## src/rtl/serial_xcvr_pkg.sv

```systemverilog
package serial_xcvr_pkg;

  localparam int CHAR_W = 8;
  localparam int IDX_W  = $clog2(CHAR_W);
  localparam int CNT_W  = 8;

  localparam logic [1:0] PAR_ODD  = 2'b01;
  localparam logic [1:0] PAR_EVEN = 2'b10;

  // ticks per bit for a multiplier code
  function automatic logic [CNT_W-1:0] bit_ticks(input logic [1:0] mult);
    case (mult)
      2'b00:   return CNT_W'(1);
      2'b01:   return CNT_W'(16);
      default: return CNT_W'(64);
    endcase
  endfunction

  // high time after the last frame bit, in ticks
  function automatic logic [CNT_W-1:0] stop_ticks(input logic [1:0] stop,
                                                  input logic [1:0] mult);
    logic [CNT_W-1:0] m;
    m = bit_ticks(mult);
    case (stop)
      2'b00:   return m;
      2'b01:   return m + ((m + CNT_W'(1)) >> 1);
      default: return m << 1;
    endcase
  endfunction

  function automatic int char_bits(input logic [1:0] len);
    return 5 + int'(len);
  endfunction

  function automatic logic par_on(input logic [1:0] par);
    return (par == PAR_ODD) || (par == PAR_EVEN);
  endfunction

  // parity over the active data bits only
  function automatic logic par_bit(input logic [CHAR_W-1:0] d,
                                   input logic [1:0] len,
                                   input logic [1:0] par);
    logic [CHAR_W-1:0] mask;
    for (int i = 0; i < CHAR_W; i++) mask[i] = (i < char_bits(len));
    return (par == PAR_ODD) ? ~(^(d & mask)) : ^(d & mask);
  endfunction

endpackage

```

## src/rtl/serial_xcvr_tx.sv

```systemverilog
module serial_xcvr_tx
  import serial_xcvr_pkg::*;
(
  input  logic              clk,
  input  logic              rst_n,
  input  logic              tick,
  input  logic [1:0]        len,
  input  logic [1:0]        par,
  input  logic [1:0]        mult,
  input  logic [1:0]        stop,
  input  logic              tx_en,
  input  logic              brk,
  input  logic              wr_stb,
  input  logic [CHAR_W-1:0] wr_data,
  output logic              txd,
  output logic              tx_ready,
  output logic              tx_empty
);

  typedef enum logic [1:0] {T_START, T_DATA, T_PAR, T_STOP} tph_e;

  logic              hold_valid;
  logic [CHAR_W-1:0] hold_data;
  logic [CHAR_W-1:0] sr;
  logic              busy;
  logic              line;
  logic              par_r;
  tph_e              ph;
  logic [IDX_W-1:0]  idx;
  logic [CNT_W-1:0]  cnt;
  logic [1:0]        f_len, f_par, f_mult, f_stop;

  // named events
  logic bit_end;
  logic frame_done;
  logic frame_start;
  logic last_data;

  assign bit_end     = tick && busy && (cnt == '0);
  assign frame_done  = bit_end && (ph == T_STOP);
  assign frame_start = tick && hold_valid && tx_en && (!busy || frame_done);
  assign last_data   = (int'(idx) == char_bits(f_len) - 1);

  always_ff @(posedge clk or negedge rst_n) begin
    if (!rst_n) begin
      hold_valid <= 1'b0;
      hold_data  <= '0;
      sr         <= '0;
      busy       <= 1'b0;
      line       <= 1'b1;
      par_r      <= 1'b0;
      ph         <= T_START;
      idx        <= '0;
      cnt        <= '0;
      f_len      <= '0;
      f_par      <= '0;
      f_mult     <= '0;
      f_stop     <= '0;
    end else begin
      if (wr_stb && !hold_valid) begin
        hold_valid <= 1'b1;
        hold_data  <= wr_data;
      end
      if (frame_start) begin
        hold_valid <= 1'b0;
        busy       <= 1'b1;
        ph         <= T_START;
        line       <= 1'b0;
        cnt        <= bit_ticks(mult) - CNT_W'(1);
        sr         <= hold_data;
        par_r      <= par_bit(hold_data, len, par);
        idx        <= '0;
        f_len      <= len;
        f_par      <= par;
        f_mult     <= mult;
        f_stop     <= stop;
      end else if (frame_done) begin
        busy <= 1'b0;
        line <= 1'b1;
      end else if (tick && busy) begin
        if (cnt != '0) begin
          cnt <= cnt - CNT_W'(1);
        end else begin
          case (ph)
            T_START: begin
              ph   <= T_DATA;
              idx  <= '0;
              line <= sr[0];
              cnt  <= bit_ticks(f_mult) - CNT_W'(1);
            end
            T_DATA: begin
              if (last_data) begin
                if (par_on(f_par)) begin
                  ph   <= T_PAR;
                  line <= par_r;
                  cnt  <= bit_ticks(f_mult) - CNT_W'(1);
                end else begin
                  ph   <= T_STOP;
                  line <= 1'b1;
                  cnt  <= stop_ticks(f_stop, f_mult) - CNT_W'(1);
                end
              end else begin
                idx  <= idx + IDX_W'(1);
                line <= sr[idx + IDX_W'(1)];
                cnt  <= bit_ticks(f_mult) - CNT_W'(1);
              end
            end
            T_PAR: begin
              ph   <= T_STOP;
              line <= 1'b1;
              cnt  <= stop_ticks(f_stop, f_mult) - CNT_W'(1);
            end
            default: begin
              ph <= T_STOP;
            end
          endcase
        end
      end
    end
  end

  assign txd      = line & ~brk;
  assign tx_ready = ~hold_valid;
  assign tx_empty = ~busy & ~hold_valid;

  // the line rests high outside a frame
  assert_idle_high_R2: assert property (@(posedge clk) disable iff (!rst_n)
    !busy |-> line);

  // a write into a full holding register is dropped
  assert_full_write_dropped_R5: assert property (@(posedge clk) disable iff (!rst_n)
    (hold_valid && wr_stb && !frame_start) |=> (hold_data == $past(hold_data)));

  // frames begin only with the transmitter enabled
  assert_start_needs_enable_R6: assert property (@(posedge clk) disable iff (!rst_n)
    $rose(busy) |-> $past(tx_en));

endmodule

```

## src/rtl/serial_xcvr_rx.sv

```systemverilog
module serial_xcvr_rx
  import serial_xcvr_pkg::*;
(
  input  logic              clk,
  input  logic              rst_n,
  input  logic              tick,
  input  logic [1:0]        len,
  input  logic [1:0]        par,
  input  logic [1:0]        mult,
  input  logic              rx_en,
  input  logic              rxd,
  input  logic              rd_stb,
  input  logic              err_clr,
  output logic [CHAR_W-1:0] rx_data,
  output logic              rx_ready,
  output logic              par_err,
  output logic              ovr_err,
  output logic              frm_err,
  output logic              brk_det
);

  typedef enum logic [2:0] {R_IDLE, R_START, R_DATA, R_PAR, R_STOP, R_BRK} rst_e;

  rst_e              st;
  logic [CNT_W-1:0]  cnt;
  logic [IDX_W-1:0]  idx;
  logic [CHAR_W-1:0] sr;
  logic [CHAR_W-1:0] rx_hold;
  logic              par_s;
  logic              any_one;
  logic [1:0]        f_len, f_par, f_mult;

  // named events
  logic false_start;
  logic char_done;
  logic is_brk;
  logic deliver;
  logic last_data;

  assign false_start = tick && (st == R_START) && (cnt == '0) && rxd;
  assign char_done   = tick && (st == R_STOP) && (cnt == '0);
  assign is_brk      = char_done && !rxd && !any_one;
  assign deliver     = char_done && !is_brk;
  assign last_data   = (int'(idx) == char_bits(f_len) - 1);

  always_ff @(posedge clk or negedge rst_n) begin
    if (!rst_n) begin
      st       <= R_IDLE;
      cnt      <= '0;
      idx      <= '0;
      sr       <= '0;
      rx_hold  <= '0;
      par_s    <= 1'b0;
      any_one  <= 1'b0;
      f_len    <= '0;
      f_par    <= '0;
      f_mult   <= '0;
      rx_ready <= 1'b0;
      par_err  <= 1'b0;
      ovr_err  <= 1'b0;
      frm_err  <= 1'b0;
      brk_det  <= 1'b0;
    end else begin
      if (err_clr) begin
        par_err <= 1'b0;
        ovr_err <= 1'b0;
        frm_err <= 1'b0;
      end
      if (rd_stb) rx_ready <= 1'b0;
      if (tick) begin
        case (st)
          R_IDLE: begin
            if (rx_en && !rxd) begin
              sr      <= '0;
              any_one <= 1'b0;
              idx     <= '0;
              f_len   <= len;
              f_par   <= par;
              f_mult  <= mult;
              if (mult == 2'b00) begin
                st  <= R_DATA;
                cnt <= '0;
              end else begin
                st  <= R_START;
                cnt <= (bit_ticks(mult) >> 1) - CNT_W'(1);
              end
            end
          end
          R_START: begin
            if (cnt != '0) begin
              cnt <= cnt - CNT_W'(1);
            end else if (rxd) begin
              st <= R_IDLE;
            end else begin
              st  <= R_DATA;
              cnt <= bit_ticks(f_mult) - CNT_W'(1);
            end
          end
          R_DATA: begin
            if (cnt != '0) begin
              cnt <= cnt - CNT_W'(1);
            end else begin
              sr[idx] <= rxd;
              any_one <= any_one | rxd;
              cnt     <= bit_ticks(f_mult) - CNT_W'(1);
              if (last_data) st <= par_on(f_par) ? R_PAR : R_STOP;
              else           idx <= idx + IDX_W'(1);
            end
          end
          R_PAR: begin
            if (cnt != '0) begin
              cnt <= cnt - CNT_W'(1);
            end else begin
              par_s   <= rxd;
              any_one <= any_one | rxd;
              st      <= R_STOP;
              cnt     <= bit_ticks(f_mult) - CNT_W'(1);
            end
          end
          R_STOP: begin
            if (cnt != '0) begin
              cnt <= cnt - CNT_W'(1);
            end else if (is_brk) begin
              brk_det <= 1'b1;
              frm_err <= 1'b1;
              st      <= R_BRK;
            end else begin
              rx_hold  <= sr;
              rx_ready <= 1'b1;
              if (rx_ready && !rd_stb) ovr_err <= 1'b1;
              if (!rxd) frm_err <= 1'b1;
              if (par_on(f_par) && (par_s != par_bit(sr, f_len, f_par))) par_err <= 1'b1;
              st <= R_IDLE;
            end
          end
          R_BRK: begin
            if (rxd) begin
              brk_det <= 1'b0;
              st      <= R_IDLE;
            end
          end
          default: st <= R_IDLE;
        endcase
      end
    end
  end

  assign rx_data = rx_hold;

  // a read clears the ready flag unless a character lands in that cycle
  assert_read_clears_R8: assert property (@(posedge clk) disable iff (!rst_n)
    (rd_stb && !deliver) |=> !rx_ready);

  // a rejected start returns the receiver to idle
  assert_false_start_idle_R9: assert property (@(posedge clk) disable iff (!rst_n)
    false_start |=> (st == R_IDLE));

  // a character landing on an unread one raises overrun
  assert_overrun_flag_R10: assert property (@(posedge clk) disable iff (!rst_n)
    (deliver && rx_ready && !rd_stb) |=> ovr_err);

  // a break frame delivers no data
  assert_break_no_data_R11: assert property (@(posedge clk) disable iff (!rst_n)
    (char_done && is_brk) |=> $stable(rx_data));

  // error reset clears the sticky flags when no frame completes
  assert_error_reset_R12: assert property (@(posedge clk) disable iff (!rst_n)
    (err_clr && !char_done) |=> !(par_err || ovr_err || frm_err));

  // a disabled receiver stays idle
  assert_disabled_idle_R13: assert property (@(posedge clk) disable iff (!rst_n)
    ((st == R_IDLE) && !rx_en) |=> (st == R_IDLE));

endmodule

```

## src/rtl/serial_xcvr.sv

```systemverilog
module serial_xcvr
  import serial_xcvr_pkg::*;
#(
  parameter int unsigned SYNC_STAGES = 2
)
(
  input  logic              clk,
  input  logic              rst_n,
  input  logic              tick,
  input  logic              wr_en,
  input  logic [1:0]        wr_sel,
  input  logic [CHAR_W-1:0] wr_data,
  input  logic              rd_en,
  output logic              txd,
  input  logic              rxd,
  output logic [CHAR_W-1:0] rx_data,
  output logic [7:0]        status
);

  localparam logic [1:0] SEL_DATA = 2'd0;
  localparam logic [1:0] SEL_MODE = 2'd1;
  localparam logic [1:0] SEL_CMD  = 2'd2;

  logic [CHAR_W-1:0]      mode_q;
  logic                   tx_en_q, rx_en_q, brk_q;
  logic [SYNC_STAGES-1:0] sync_q;
  logic                   rxd_s;

  logic data_wr, cmd_wr, err_clr;
  logic tx_ready, tx_empty, rx_ready, par_err, ovr_err, frm_err, brk_det;

  assign data_wr = wr_en && (wr_sel == SEL_DATA);
  assign cmd_wr  = wr_en && (wr_sel == SEL_CMD);
  assign err_clr = cmd_wr && wr_data[3];

  always_ff @(posedge clk or negedge rst_n) begin
    if (!rst_n) begin
      mode_q  <= '0;
      tx_en_q <= 1'b0;
      rx_en_q <= 1'b0;
      brk_q   <= 1'b0;
    end else begin
      if (wr_en && (wr_sel == SEL_MODE)) mode_q <= wr_data;
      if (cmd_wr) begin
        tx_en_q <= wr_data[0];
        rx_en_q <= wr_data[1];
        brk_q   <= wr_data[2];
      end
    end
  end

  always_ff @(posedge clk or negedge rst_n) begin
    if (!rst_n) sync_q <= '1;
    else        sync_q <= {sync_q[SYNC_STAGES-2:0], rxd};
  end
  assign rxd_s = sync_q[SYNC_STAGES-1];

  serial_xcvr_tx u_tx (
    .clk      (clk),
    .rst_n    (rst_n),
    .tick     (tick),
    .len      (mode_q[1:0]),
    .par      (mode_q[3:2]),
    .mult     (mode_q[5:4]),
    .stop     (mode_q[7:6]),
    .tx_en    (tx_en_q),
    .brk      (brk_q),
    .wr_stb   (data_wr),
    .wr_data  (wr_data),
    .txd      (txd),
    .tx_ready (tx_ready),
    .tx_empty (tx_empty)
  );

  serial_xcvr_rx u_rx (
    .clk      (clk),
    .rst_n    (rst_n),
    .tick     (tick),
    .len      (mode_q[1:0]),
    .par      (mode_q[3:2]),
    .mult     (mode_q[5:4]),
    .rx_en    (rx_en_q),
    .rxd      (rxd_s),
    .rd_stb   (rd_en),
    .err_clr  (err_clr),
    .rx_data  (rx_data),
    .rx_ready (rx_ready),
    .par_err  (par_err),
    .ovr_err  (ovr_err),
    .frm_err  (frm_err),
    .brk_det  (brk_det)
  );

  assign status = {1'b0, brk_det, frm_err, ovr_err, par_err, tx_empty, rx_ready, tx_ready};

  // break forces the line low
  assert_break_low_R7: assert property (@(posedge clk) disable iff (!rst_n)
    brk_q |-> !txd);

endmodule

```

## config.mk

```make
export PLATFORM = sky130hd
export DESIGN_NAME = serial_xcvr
export DESIGN_NICKNAME = d
export VERILOG_FILES = /design/src/rtl/serial_xcvr_pkg.sv /design/src/rtl/serial_xcvr_tx.sv /design/src/rtl/serial_xcvr_rx.sv /design/src/rtl/serial_xcvr.sv
export SDC_FILE = /design/constraint.sdc
export NUM_CORES = 1
export LEC_CHECK = 0
export BUFFER_PORTS_ARGS = -buffer_cell sky130_fd_sc_hd__buf_2
export CORE_ASPECT_RATIO = 1.75
export CORE_UTILIZATION = 45
export CTS_CLUSTER_DIAMETER = 150
export CTS_CLUSTER_SIZE = 12
export DETAILED_ROUTE_END_ITERATION = 8
export PLACE_DENSITY_LB_ADDON = 0.1
export SETUP_SLACK_MARGIN = 0.1
export SYNTH_ARGS = -nofsm -noshare
export SYNTH_HDL_FRONTEND = slang
export SYNTH_HIERARCHICAL = 1
export SYNTH_SLANG_ARGS = --single-unit
```

## constraint.sdc

```tcl
create_clock -name clk -period 2.7 [get_ports clk]
set_clock_uncertainty 0.05 [all_clocks]
set_input_delay 0.54 -clock clk [delete_from_list [all_inputs] [get_ports clk]]
set_output_delay 0.54 -clock clk [all_outputs]
set_load 0.01 [all_outputs]
```

==> out/results.txt <==
Synth unique cells: 76
Worst-Skew Late Latency: 0.35 ns
Post-synth net total: 615
Crit. End Element: register
Gate Count Post-Synth: 583
Pwr per Cell Area: 776.1 mW/mm^2
Hold crit path type: input pin to async pin
CTS max path bufs: 2
Setup repair after global routing missed its margin: false
Fin. Hold Viols: 0
Gpl congestion: 0.9220
Clock sink total: 97
# hold bufs at CTS: 0
Vias in the first global route: 4377
Grt ovf: 0
Initial core utilization: 0.4642
Initial antenna violation count: 1
Sequential share of the synthesized area: 0.4339
Die X: 86.35 um
Final #Nets: 641
CTS tree: yes
Synthesized area: 0.005603 sq mm
Num rows: 53
Max Cap Viol: 0
Routed WL per cell: 17.30 um
Post-synth top area share: 0.4198
Max-slew headroom: 0.5768
Fin crit share: 0.8545
DRC Markers: 0
H-Tree Depth: 3
Slew @ Worst Pin: 0.6281 ns
Post-Place Worst Slack: 0.3071 ns
Ys flop type: dfrtp_1
Starting DRT DRC Count: 151
First-pass GRT wire length: 21890 um
Vias/cell: 5.632
Count leader, synth: dfrtp_1
IO Pins: 33
Syn Area/Cell: 9.610 sq um
Crit Path Max Fanout: 9
Synth Area in Compound Gates: 0.1673
Layout cells sized above 1: 0.2052
CP Data Required Time: 2.88 ns
Worst r2r src: u_tx/cnt[0]
Class of the most critical setup path: register to register
Synth cell count leaders: dfrtp_1 (94), nand2_1 (85), o21ai_0 (55), nor2_1 (37), mux2_2 (35)
Synth Area in Simple Gates: 0.1932
Fin worst setup slack: 0.3929 ns
FFs w/ async S/R, synth: 1.000
Via Count: 4387
Clock Tree Root: clkbuf_16
Largest net degree at the start of global routing: 42
Fin crit period: 2.307 ns
P_leak: 2.822 nW
Yosys reg bits: 97
Largest family of logic cells by synthesized area: simple AND/OR/NAND/NOR gates
Cell depth of the worst flop-to-flop path: 8
Setup TNS: 0 ns
EDFF count, synth: 0
Setup slack, reg-to-reg: 0.39 ns
Final setup viols: 0
HPWL Detailed: 10330 um
Achievable frequency: 0.4334 GHz
Post-synthesis adder-cell area fraction: 0.03573
ANT nets after route: 0
Synth Area in XOR/XNOR: 0.04221
CP startpoint kind: register
Yosys warnings: 6
Die Y: 149.6 um
Port buffer count: 31
CTS buffer count: 9
Post-layout util: 0.5162
Die footprint: 0.01292 sq mm
Multiplexer share of the synthesized area: 0.08196
GR Util All Layers: 0.2225
Cts repair resizes: 0
Peak VDD IR: 650.9 uV
Largest cells by area after synthesis: dfrtp_1 (42%), mux2_2 (7.0%), nand2_1 (5.7%)
CTS clk-pin slew, worst paths: 0.07 ns
Critical Path AT: 2.49 ns
First-pass DRT Iterations: 4
ANT cells: 0
Area grow syn2layout: 11.19%
Drt total wl: 13480 um
Worst hold margin: 0.1233 ns
FF-to-FF End: u_tx/idx[0]
Outcome: complete, no violations
Slew Limit Fails: 0
Postcts setup bufs: 0
Core area: 0.01207 sq mm
Area leader, netlist: dfrtp_1
[where the power goes]
group	switching [mW]	total, mW	internal, mW
combinational	0.822	1.54	0.720
sequential	0.333	2.02	1.69
clock	0.600	1.27	0.674
total	1.76	4.83	3.08
[routing by layer]
layer	vias up	GRT usage	routed length, um
li1	2116	-	-
met1	2150	0.2370	5139
met2	86	0.4131	7477
met3	33	0.03751	367
met4	2	0.1125	480
met5	-	0	10
[worst max-delay path: stages, from the launching register on]
cell and delay [ns]:
dfrtp_1 0.41, inv_1 0.09, ha_1 0.21, nor4b_4 0.39, a31oi_2 0.24, or2_1 0.39
nand2_1 0.10, nor2_1 0.05, mux2_2 0.27
[layout make-up]
cell class,count,area [sq um]
clock inverter,6,56.30
fill,1180,5839
tap,165,206.4
multi-input combinational,431,2924
timing repair buffer,46,282.8
sequential,97,2431
clock buffer,10,239.0
inverter,24,90.09
[through the flow]
stage / instances / power (mW) / area (sq um)
after CTS: 779 / 4.878 / 6225
after floorplan: 583 / 3.177 / 5603
after detailed placement: 763 / 3.578 / 5929
after global routing: 779 / 5.135 / 6230
after global placement: 763 / 3.543 / 5929
final: 779 / 4.835 / 6230
[sequential cells by signal, indices dropped and copies added, names as in the netlist, 2 cells and up]
| name | count |
|---|---|
| u_rx/cnt | 8 |
| u_tx/f_stop | 2 |
| u_tx/sr | 8 |
| mode_q | 8 |
| u_rx/st | 3 |
| u_rx/idx | 3 |
| u_tx/ph | 2 |
| u_tx/f_par | 2 |
| sync_q | 2 |
| u_tx/f_len | 2 |
| u_rx/f_len | 2 |
| u_tx/idx | 3 |
| u_tx/f_mult | 2 |
| u_tx/hold_data | 8 |
| u_rx/rx_data | 8 |
| u_tx/cnt | 8 |
| u_rx/f_mult | 2 |
| u_rx/f_par | 2 |
| u_rx/sr | 8 |
[how the worst max path moves through the flow]
| stage | start | end | slack, ns | cells past startpoint |
|---|---|---|---|---|
| final | u_tx/cnt[0] | u_tx/idx[0] | 0.39 | 8 |
| after global routing | u_tx/cnt[1] | u_tx/idx[0] | 0.22 | 8 |
| after CTS | u_rx/cnt[0] | u_rx/cnt[0] | 0.28 | 7 |
| after detailed placement | u_rx/cnt[0] | u_rx/cnt[0] | 0.31 | 7 |
| after global placement | u_rx/cnt[0] | u_rx/cnt[0] | 0.30 | 7 |
| after floorplan | u_tx/cnt[0] | u_tx/idx[0] | 0.72 | 7 |
[cell families after synthesis]
family,count (synthesis)
compound gates,140
xor+xnor,27
fa+ha+maj,16
buf+inv,55
flops,97
mux,39
other cells,1
simple gates,208
[cell usage in the layout, fill, tap and decap left out, types with 3 or more instances in the layout]
cell and instances:
mux2_2 35, a211oi_1 4, nand3_1 8, a31oi_1 8, nand2_1 85, xor2_1 6, o21ai_1 3, o211ai_1 5
buf_2 30, inv_1 24, o41ai_1 3, ha_1 16, o31ai_1 7, xnor2_1 21, nand3b_1 5, dfrtp_1 94
o31a_1 3, clkbuf_16 9, o22ai_1 5, nand2b_1 11, a21oi_1 11, o21ai_0 55, o21a_1 3, nor2_1 37
nor3_1 21, a22o_1 7, nor3b_1 4, or2_2 4, dfstp_2 3, and2_1 4, inv_6 3, nor2b_1 5
nor4_1 4, buf_4 15
No activity file was read; power rests on OpenSTA's default activity.
